==> config.mk <==
export PLATFORM = sky130hd
export DESIGN_NAME = alarm_irq_ctrl
export DESIGN_NICKNAME = d
export VERILOG_FILES = /design/src/rtl/alarm_irq_ctrl.sv
export SDC_FILE = /design/constraint.sdc
export NUM_CORES = 1
export LEC_CHECK = 0
export BUFFER_PORTS_ARGS = -buffer_cell sky130_fd_sc_hd__buf_4
export CAP_MARGIN = 30
export CORE_ASPECT_RATIO = 1.2
export CORE_UTILIZATION = 56
export DETAILED_ROUTE_END_ITERATION = 7
export PLACE_DENSITY = 0.78
export SLEW_MARGIN = 25
export SYNTH_ARGS = -nofsm -noshare
export SYNTH_HDL_FRONTEND = slang
export SYNTH_SLANG_ARGS = --single-unit
==> constraint.sdc <==
create_clock -name clk -period 1.2 [get_ports clk]
set_input_delay 0.18 -clock clk [delete_from_list [all_inputs] [get_ports clk]]
set_output_delay 0.18 -clock clk [all_outputs]
set_load 0.05 [all_outputs]
==> src/rtl/alarm_irq_ctrl.sv <==
module alarm_irq_ctrl #(
  parameter int N = 8
) (
  input  logic         clk,
  input  logic         rst_n,
  input  logic [N-1:0] cond_i,
  input  logic         wr_en,
  input  logic         rd_en,
  input  logic [2:0]   addr,
  input  logic [N-1:0] wdata,
  output logic [N-1:0] rdata,
  output logic         irq_n
);
  localparam logic [2:0] A_LIVE = 3'd0;
  localparam logic [2:0] A_ON   = 3'd1;
  localparam logic [2:0] A_OFF  = 3'd2;
  localparam logic [2:0] A_MON  = 3'd3;
  localparam logic [2:0] A_MOFF = 3'd4;

  logic [N-1:0] cond_q, on_lat, off_lat, on_msk, off_msk, rd_mux;

  wire [N-1:0] rise   = cond_i & ~cond_q;
  wire [N-1:0] fall   = ~cond_i & cond_q;
  wire [N-1:0] clr_on  = (wr_en && addr == A_ON)  ? wdata : '0;
  wire [N-1:0] clr_off = (wr_en && addr == A_OFF) ? wdata : '0;

  always_comb begin
    case (addr)
      A_LIVE:  rd_mux = cond_i;
      A_ON:    rd_mux = on_lat;
      A_OFF:   rd_mux = off_lat;
      A_MON:   rd_mux = on_msk;
      A_MOFF:  rd_mux = off_msk;
      default: rd_mux = '0;
    endcase
  end

  always_ff @(posedge clk or negedge rst_n) begin
    if (!rst_n) begin
      cond_q  <= '0;
      on_lat  <= '0;
      off_lat <= '0;
      on_msk  <= '0;
      off_msk <= '0;
      rdata   <= '0;
    end else begin
      cond_q  <= cond_i;
      on_lat  <= (on_lat & ~clr_on) | rise;
      off_lat <= (off_lat & ~clr_off) | fall;
      if (wr_en && addr == A_MON)  on_msk  <= wdata;
      if (wr_en && addr == A_MOFF) off_msk <= wdata;
      if (rd_en) rdata <= rd_mux;
    end
  end

  assign irq_n = ~|((on_lat & on_msk) | (off_lat & off_msk));
endmodule


==> impl_metrics.json, run 1 <==
{
  "ys_seq_elements": 48,
  "worst_slack_ps": -533,
  "max_cap_viol_count": 0,
  "via_count": 1884,
  "final_nets": 300,
  "clock-root-buffer": "clkbuf_8",
  "grt_setup_unrepaired": "true",
  "clock.fmax_mhz": 577,
  "coreArea_sq_um": 3720,
  "status": "complete, but fails checks",
  "p_leak_uw": 0.00137,
  "avgSynthCellArea_sq_um": 10.9,
  "grt_pass1_vias": 2023,
  "synth-compound-area-share_pct": 14.8,
  "num_rows": 24,
  "synth_nets": 228,
  "fp.dieW_um": 59.5,
  "drive_gt1_share_pct": 40.4,
  "fillCellCount": 262,
  "first_pass_iters": 4,
  "yosys.area.top_type": "dfrtp_1",
  "clk_latency_ps": 290,
  "synthDominantCellAreaShare_pct": 54.0,
  "path_max_fanout": 2,
  "synth_cell_type_count": 25,
  "grt_pass1_wl_um": 9450,
  "routabilityCongestion": 0.893,
  "syn_inst": 205,
  "cp.arrival_ps": 1550,
  "hold_path.class": "primary input to flop",
  "start_kind": "flop",
  "ctsHtreeMaxLevel": 2,
  "rrSetupSlack_ps": 20,
  "timing.rr.end": "rdata[3]$_DFFE_PN0P_",
  "die_y_um": 71.0,
  "dp_hpwl_um": 4090,
  "die_area_sq_um": 4230,
  "synth_warnings": 0,
  "cp-endpoint": "irq_n",
  "antenna_found_initial": 0,
  "ios": 32,
  "crit_required_ps": 1020,
  "reg2reg_from": "off_msk[3]$_DFFE_PN0P_",
  "cts_buffers": 5,
  "wirelength_um": 5600,
  "post-cts-setup-buffer-count": 0,
  "clk_pin_slew_ps": 80,
  "antenna_cells": 0,
  "reg2regPathDepth": 5,
  "drc": 0,
  "cts_buffer_depth": 2,
  "yosysSeqAreaShare_pct": 54.0,
  "portBuffers": 31,
  "worst_pin_slew_ps": 721,
  "drt_iter0_drc": 162,
  "synth_mux_area_share_pct": 11.7,
  "grt_max_degree": 49,
  "layout-area-overhead-vs-synth_pct": 33.5,
  "violations": "setup timing",
  "synth-simple-area-share_pct": 15.0,
  "netlist_area_sq_um": 2220,
  "critPathLaunch": "on_msk[7]$_DFFE_PN0P_",
  "cts_sinks": 48,
  "power.density_nw_per_um2": 1310,
  "final_max_slew_viol_count": 0,
  "via_per_inst": 5.76,
  "synth_top_family_by_area": "simple AND/OR/NAND/NOR gates",
  "place_ws_ps": -253,
  "peakVddDrop_uv": 765,
  "setup_violations": 1,
  "worstHoldStart": "cond_i[4]",
  "synthAdderAreaFrac_pct": 0,
  "initial_utilization_pct": 59.7,
  "fin_skew_ps": 5.52,
  "critPathKind": "flop to output pin",
  "track_usage_pct": 30.2,
  "overflow": 0,
  "finalHoldViolCount": 0,
  "end_kind": "output pin",
  "p_total_uw": 3880,
  "fin_crit_sh_pct": 144,
  "routedWlPerCell_um": 17.1,
  "synth.area.top_cells": "dfrtp_1, mux2_2, nand3b_1",
  "period_minus_slack_ps": 1730,
  "synthXorXnorAreaFrac_pct": 0,
  "max_slew_margin_pct": 51.7,
  "antenna_left": 0,
  "cts_tree": "yes",
  "finalSetupTns_ps": -533
}
==> state kept, by name, summed over array words and instances (netlist names) <==
register	cells
cond_q	8
on_msk	8
on_lat	8
off_lat	8
off_msk	8
rdata	8
==> placed cells by master (no fill, tap or decap), types with 9 or more instances in the layout <==
| master | Yosys | final |
|---|---|---|
| buf_4 | 3 | 71 |
| dfrtp_1 | 48 | 48 |
| nand2_1 | 25 | 25 |
| mux2_2 | 16 | 16 |
| nor2_1 | 15 | 14 |
| nand3b_1 | 14 | 14 |
| a21oi_1 | 14 | 12 |
| a22o_1 | 10 | 10 |
| inv_1 | 9 | 9 |
==> how the worst min path moves through the flow <==
stage | endpoint | cells after the start
4_1_cts | cond_q[7]$_DFF_PN0_ | 1
3_5_place_dp | on_msk[3]$_DFFE_PN0P_ | 1
6_report | cond_q[4]$_DFF_PN0_ | 1
3_3_place_gp | on_msk[3]$_DFFE_PN0P_ | 1
5_1_grt | cond_q[0]$_DFF_PN0_ | 1
2_1_floorplan | cond_q[0]$_DFF_PN0_ | 0
==> critical path: stages (launching register included) <==
cell and delay (ps):
dfrtp_1 390, a22o_1 240, a221oi_2 180, nand3_1 150, nor2_4 150, buf_8 150
==> what timing repair did <==
item / 4_1_cts / 5_1_grt
endpoints found under the hold margin: 48 / 0
gates cloned: 0 / 0
resized for setup: 5 / 9
setup endpoints to repair: 4 / 7
hold buffers: 1 / 0
pin swaps: 2 / 1
==> cells in the mapped netlist (all sizes together) <==
master and number:
a211oi 7, o221ai 1, nor3 1, inv 9, buf 10, mux2i 8
a21oi 14, o21ai 8, nand4b 1, clkbuf 2, a22o 10, nand2b 1
nand2 25, nand3 3, mux2 16, nor2 15, a22oi 4, nor4bb 2
o21a 2, a221oi 2, nand3b 14, o22a 1, dfrtp 48, and4bb 1
==> metal layers <==
| layer | global-route usage, % | up-vias | wire, um |
|---|---|---|---|
| met5 | 0 | - | 0 |
| met4 | 15.5 | 0 | 204 |
| met3 | 7.13 | 21 | 234 |
| met2 | 51.8 | 64 | 3000 |
| met1 | 34.3 | 929 | 2160 |
| li1 | - | 870 | - |
==> power breakdown <==
part | internal, uW | total (uW) | switching [uW]
sequential | 1820 | 1950 | 135
combinational | 550 | 1080 | 527
clock | 376 | 850 | 474
==> cell families after synthesis <==
family                 after synthesis
buffers and inverters               21
multiplexers                        24
AO/OA/AOI/OAI                       49
AND/OR/NAND/NOR                     63
flip-flops                          48
==> final cells by class <==
| class | instances | area [sq um] | area share [%] |
|---|---|---|---|
| repair buffers | 77 | 612 | 20.6 |
| flip-flops and latches | 48 | 1200 | 40.5 |
| inverters | 9 | 33.8 | 1.14 |
| well taps | 52 | 65.1 | 2.19 |
| clock buffers | 5 | 68.8 | 2.32 |
| multi-input cells | 136 | 988 | 33.3 |
==> through the flow <==
step	hold WS (ps)	util, %	instance area [sq um]	cells
floorplan	-116	-	2250	205
global placement	210	75.9	2830	321
detailed placement	224	75.9	2830	321
CTS	2.79	78.7	2930	327
global route	11.3	79.7	2970	327
finish	18.3	79.7	2970	327
No activity file was read; power rests on OpenSTA's default activity.
==> inputs of run 2 (changes only) <==
--- a/config.mk
+++ b/config.mk
@@ -7,7 +7,7 @@
 export LEC_CHECK = 0
 export BUFFER_PORTS_ARGS = -buffer_cell sky130_fd_sc_hd__buf_4
 export CAP_MARGIN = 30
-export CORE_ASPECT_RATIO = 1.2
+export CORE_ASPECT_RATIO = 2
 export CORE_UTILIZATION = 56
 export DETAILED_ROUTE_END_ITERATION = 7
 export PLACE_DENSITY = 0.78
@@ -15,3 +15,4 @@
 export SYNTH_ARGS = -nofsm -noshare
 export SYNTH_HDL_FRONTEND = slang
 export SYNTH_SLANG_ARGS = --single-unit
+export TNS_END_PERCENT = 50
==> run 2 against run 1 <==
  * The flow still finishes with violations (setup timing)
  * Critical path depth unchanged
  * Power increased by 1.2%
  * Utilization down 0.93 points
  * Non-clock buffer count is 2 higher
  * Cell area grew 2.0%
  * Wire length up 3.2%
  * Clock-buffer cell count did not move
==> impl_metrics.json, run 2 (synthesis results as in run 1) <==
{
  "cp_slowest_cell": "dfrtp_1",
  "portBuffers": 31,
  "setup_violations": 4,
  "die_area_sq_um": 4240,
  "cts_sinks": 48,
  "initial_utilization_pct": 57.9,
  "cts_tree": "yes",
  "num_rows": 32,
  "final_max_slew_viol_count": 0,
  "clk_latency_ps": 300,
  "p_leak_uw": 0.00139,
  "dp_hpwl_um": 4160,
  "die_y_um": 91.1,
  "first_pass_iters": 4,
  "layout_commonest_cell": "buf_4",
  "coreArea_sq_um": 3840,
  "antenna_left": 0,
  "worst_pin_slew_ps": 503,
  "cts_buffers": 5,
  "ctsHtreeMaxLevel": 2,
  "drt_iter0_drc": 47,
  "wirelength_um": 5780,
  "drive_gt1_share_pct": 41.5,
  "max_cap_viol_count": 0,
  "peakVddDrop_uv": 1130,
  "grt_max_degree": 22,
  "max_slew_margin_pct": 66.4,
  "via_count": 1882,
  "layout-area-overhead-vs-synth_pct": 36.2,
  "antenna_cells": 0,
  "start_kind": "flop",
  "crit_required_ps": 1020,
  "grt-busiest-layer": "met2",
  "fin_crit_sh_pct": 146,
  "routedWlPerCell_um": 17.6,
  "status": "complete, but fails checks",
  "violations": "setup timing",
  "ios": 32,
  "grt_setup_unrepaired": "true",
  "critPathKind": "flop to output pin",
  "antenna_found_initial": 0,
  "whs_ps": 10.7,
  "cts_buffer_depth": 2,
  "grtUsageMet1_pct": 35.7,
  "clock.fmax_mhz": 571,
  "p_total_uw": 3930,
  "cp.arrival_ps": 1570,
  "layout.cells.non_filler": 328,
  "fin_skew_ps": 2.71,
  "finalHoldViolCount": 0,
  "track_usage_pct": 29.7,
  "grtUsageMet3_pct": 3.58,
  "layout.cells.most_common_list": "buf_4, dfrtp_1, nand2_1, mux2_2, nand3b_1",
  "hold_path.class": "primary input to flop",
  "finalSetupTns_ps": -605,
  "clk_pin_slew_ps": 80,
  "use_met2_pct": 49.1,
  "end_kind": "output pin",
  "grt_pass1_wl_um": 8960,
  "crit_chain": "a22o_1 > a221oi_2 > nand3_2 > nor2_4 > buf_8",
  "clock-root-buffer": "clkbuf_8",
  "cpPeakStageDelay_ps": 390,
  "fp.dieW_um": 46.6,
  "final_nets": 302,
  "path_max_fanout": 2,
  "overflow": 0,
  "period_minus_slack_ps": 1750,
  "dp_cells": 321,
  "worst_slack_ps": -552,
  "routabilityCongestion": 0.852,
  "drc": 0,
  "rrSetupSlack_ps": -30,
  "via_per_inst": 5.74,
  "grt_pass1_vias": 1909,
  "power.density_nw_per_um2": 1300
}
-- run 2: path summary, 6_finish.rpt --
| kind | from | to | cells after the start |
|---|---|---|---|
| setup / recovery | on_lat[7]$_DFF_PN0_ | irq_n | 5 |
| hold / removal | cond_i[7] | cond_q[7]$_DFF_PN0_ | 1 |
| setup reg to reg | on_msk[1]$_DFFE_PN0P_ | rdata[1]$_DFFE_PN0P_ | 5 |
| hold reg to reg | cond_q[7]$_DFF_PN0_ | on_lat[7]$_DFF_PN0_ | 1 |
| max in group asynchronous | rst_n | cond_q[1]$_DFF_PN0_ | 3 |
| min in group asynchronous | rst_n | cond_q[3]$_DFF_PN0_ | 2 |
-- run 2: stage by stage --
| stage | cell area (sq um) | setup WS [ps] | util [%] |
|---|---|---|---|
| 4_1_cts | 2960 | -560 | 77.1 |
| 5_1_grt | 3030 | -609 | 78.8 |
| 3_5_place_dp | 2860 | -274 | 74.4 |
| 6_report | 3030 | -552 | 78.8 |
| 2_1_floorplan | 2250 | -175 | - |
| 3_3_place_gp | 2860 | -252 | 74.4 |
-- run 2: worst max-delay path: cells and delay by family, from the launching register on --
family                 cells  cell delay (ps)
AO/OA/AOI/OAI              2              480
buffers and inverters      1              150
flip-flops                 1              390
AND/OR/NAND/NOR            2              260
-- run 2: repair_timing --
item	in CTS	in global routing
hold endpoints to repair	19	0
buffers inserted	1	1
gates resized for setup	4	14
pin swaps	2	2
hold buffers	1	0
endpoints found under the setup margin	5	9
-- run 2: area by class of cell --
class / count / area, sq um
Clock buffer: 5 / 68.8
Fill cell: 270 / 815
Inverter: 9 / 33.8
Multi-Input combinational cell: 136 / 1010
Sequential cell: 48 / 1200
Tap cell: 51 / 63.8
Timing Repair Buffer: 79 / 652
-- run 2: power breakdown --
group,switching (uW),internal (uW)
clock,490,376
sequential,147,1820
combinational,529,565
-- run 2: routing by layer --
layer / vias to the layer above / wire length (um) / share of wire [%]
li1: 872 / - / -
met1: 933 / 2060 / 36
met2: 64 / 3290 / 57
met3: 13 / 265 / 4.6
met4: 0 / 162 / 2.8
met5: - / 0 / 0
==> inputs of run 3 (changes only) <==
--- a/config.mk
+++ b/config.mk
@@ -7,10 +7,12 @@
 export LEC_CHECK = 0
 export BUFFER_PORTS_ARGS = -buffer_cell sky130_fd_sc_hd__buf_4
 export CAP_MARGIN = 30
+export CELL_PAD_IN_SITES_DETAIL_PLACEMENT = 1
+export CELL_PAD_IN_SITES_GLOBAL_PLACEMENT = 2
 export CORE_ASPECT_RATIO = 2
-export CORE_UTILIZATION = 56
+export CORE_UTILIZATION = 36
 export DETAILED_ROUTE_END_ITERATION = 7
-export PLACE_DENSITY = 0.78
+export PLACE_DENSITY_LB_ADDON = 0.1
 export SLEW_MARGIN = 25
 export SYNTH_ARGS = -nofsm -noshare
 export SYNTH_HDL_FRONTEND = slang
==> run 3 against run 2 <==
  * The flow finishes with violations (DRC, setup timing)
  * Sequential power about the same
  * First-iteration DRC count increased by 57%
  * Worst hold slack improved by 13 ps
  * Power increased by 14%
  * Combinational power about the same
  * Die area increased by 54%
  * Clock skew decreased by 1.4 ps
  * Sequential share of layout area decreased by 0.88 points
  * Utilization decreased by 27 points
  * Critical path type unchanged
  * Largest power group unchanged
  * Highest routed layer unchanged
==> impl_metrics.json, run 3 (synthesis results as in run 1) <==
{
  "fp.dieW_um": 57.6,
  "layout-area-overhead-vs-synth_pct": 39.3,
  "fin_crit_sh_pct": 145,
  "final_area_sq_um": 3100,
  "end_kind": "output pin",
  "grtUsageMet1_pct": 24.3,
  "finalHoldViolCount": 0,
  "routedWlPerCell_um": 20.1,
  "period_minus_slack_ps": 1730,
  "portBuffers": 31,
  "hold_path.class": "primary input to flop",
  "cts_buffer_depth": 2,
  "grt_pass1_vias": 2104,
  "die_area_sq_um": 6520,
  "drc": 2,
  "layout.cells.most_common_list": "buf_4, dfrtp_1, nand2_1, mux2_2",
  "crit_family": "compound AO/OA/AOI/OAI gates",
  "grt_pass1_wl_um": 11300,
  "overflow": 0,
  "peakVddDrop_uv": 1150,
  "initial_utilization_pct": 37.0,
  "worst_pin_slew_ps": 480,
  "max_cap_viol_count": 0,
  "grt-busiest-layer": "met2",
  "violations": "DRC, setup timing",
  "drt_iter0_drc": 74,
  "ctsHtreeMaxLevel": 2,
  "setup_violations": 2,
  "crit_required_ps": 1020,
  "first_pass_iters": 7,
  "clk_pin_slew_ps": 60,
  "crit_chain": "a22o_1 > a221oi_2 > nand3_1 > nor2_4 > buf_6",
  "dp_hpwl_um": 5290,
  "cts_buffers": 5,
  "die_y_um": 113,
  "p_leak_uw": 0.00142,
  "cp_slowest_cell": "dfrtp_1",
  "via_count": 1852,
  "power.density_nw_per_um2": 1450,
  "whs_ps": 23.2,
  "path_max_fanout": 2,
  "status": "complete, but fails checks",
  "final_nets": 302,
  "worst-path-buf-inv": 1,
  "coreArea_sq_um": 6010,
  "via_per_inst": 5.42,
  "clock-root-buffer": "clkbuf_16",
  "layout_commonest_cell": "buf_4",
  "clock.fmax_mhz": 576,
  "finalSetupTns_ps": -540,
  "holdPathStages": 1,
  "antenna_left": 0,
  "antenna_cells": 0,
  "final_max_slew_viol_count": 0,
  "fin_skew_ps": 1.34,
  "grt_setup_unrepaired": "true",
  "routabilityCongestion": 0.834,
  "clk_latency_ps": 290,
  "cp.arrival_ps": 1550,
  "antenna_found_initial": 0,
  "track_usage_pct": 24.0,
  "num_rows": 40,
  "start_kind": "flop",
  "drive_gt1_share_pct": 41.6,
  "use_met2_pct": 46.4,
  "wirelength_um": 6870,
  "cpPeakStageDelay_ps": 380,
  "worst_slack_ps": -535,
  "grt_max_degree": 29,
  "placement.cell_area_sq_um": 2880,
  "critPathKind": "flop to output pin",
  "cp.depth": 5,
  "cts_tree": "yes",
  "grtUsageMet3_pct": 3.77,
  "cts_sinks": 48,
  "max_slew_margin_pct": 67.9,
  "ios": 32,
  "reg2regPathDepth": 5
}
==> run 3: changes by cell type in the layout (fill, tap and decap cells not counted), sizes merged <==
| cell | previous run | this run |
|---|---|---|
| clkbuf | 5 | 7 |
==> run 3: worst paths after layout <==
check                                            start              endpoint  slack (ps)
worst max-delay path            off_msk[2]$_DFFE_PN0P_                 irq_n        -530
worst min-delay path                         cond_i[2]   cond_q[2]$_DFF_PN0_          20
worst max register to register     on_lat[2]$_DFF_PN0_  rdata[2]$_DFFE_PN0P_         -10
worst min register to register     cond_q[7]$_DFF_PN0_   on_lat[7]$_DFF_PN0_         490
max in group asynchronous                        rst_n   cond_q[1]$_DFF_PN0_         380
min in group asynchronous                        rst_n   on_lat[3]$_DFF_PN0_         370
==> run 3: through the flow <==
stage	setup WS, ps	std cells	utilization, %	power (uW)
2_1_floorplan	-175	205	-	2480
3_3_place_gp	-232	335	47.9	3000
3_5_place_dp	-276	335	47.9	3040
4_1_cts	-550	343	51.0	4540
5_1_grt	-625	342	51.6	4710
6_report	-535	342	51.6	4490
==> run 3: final cells by class <==
class	count	area (sq um)
clock buffer	7	153
inverter	9	33.8
fill	672	2910
tap	63	78.8
sequential	48	1200
timing repair buffer	79	632
multi-input combinational	136	1000
==> run 3: repair_timing <==
item | 4_1_cts | 5_1_grt
pin swaps | 0 | 4
setup endpoints to repair | 5 | 9
hold endpoints to repair | 24 | 0
resized for setup | 5 | 9
hold buffers | 1 | 0
buffers inserted | 0 | 1
==> run 3: worst register-to-register path: cells and delay by family, from the launching register on <==
family	cells	cell delay, ps
AOI/OAI and AO/OA	3	440
buffers and inverters	1	130
DFF	1	400
muxes	1	130
==> run 3: power breakdown <==
part	total, uW	switching (uW)	internal (uW)
sequential	1970	148	1820
clock	1450	575	875
combinational	1070	532	540
total	4490	1260	3240
==> run 3: metal layers <==
| layer | share of wire [%] | up-vias |
|---|---|---|
| li1 | - | 876 |
| met1 | 35 | 936 |
| met2 | 61 | 28 |
| met3 | 1.9 | 12 |
| met4 | 2.8 | 0 |
| met5 | 0 | - |
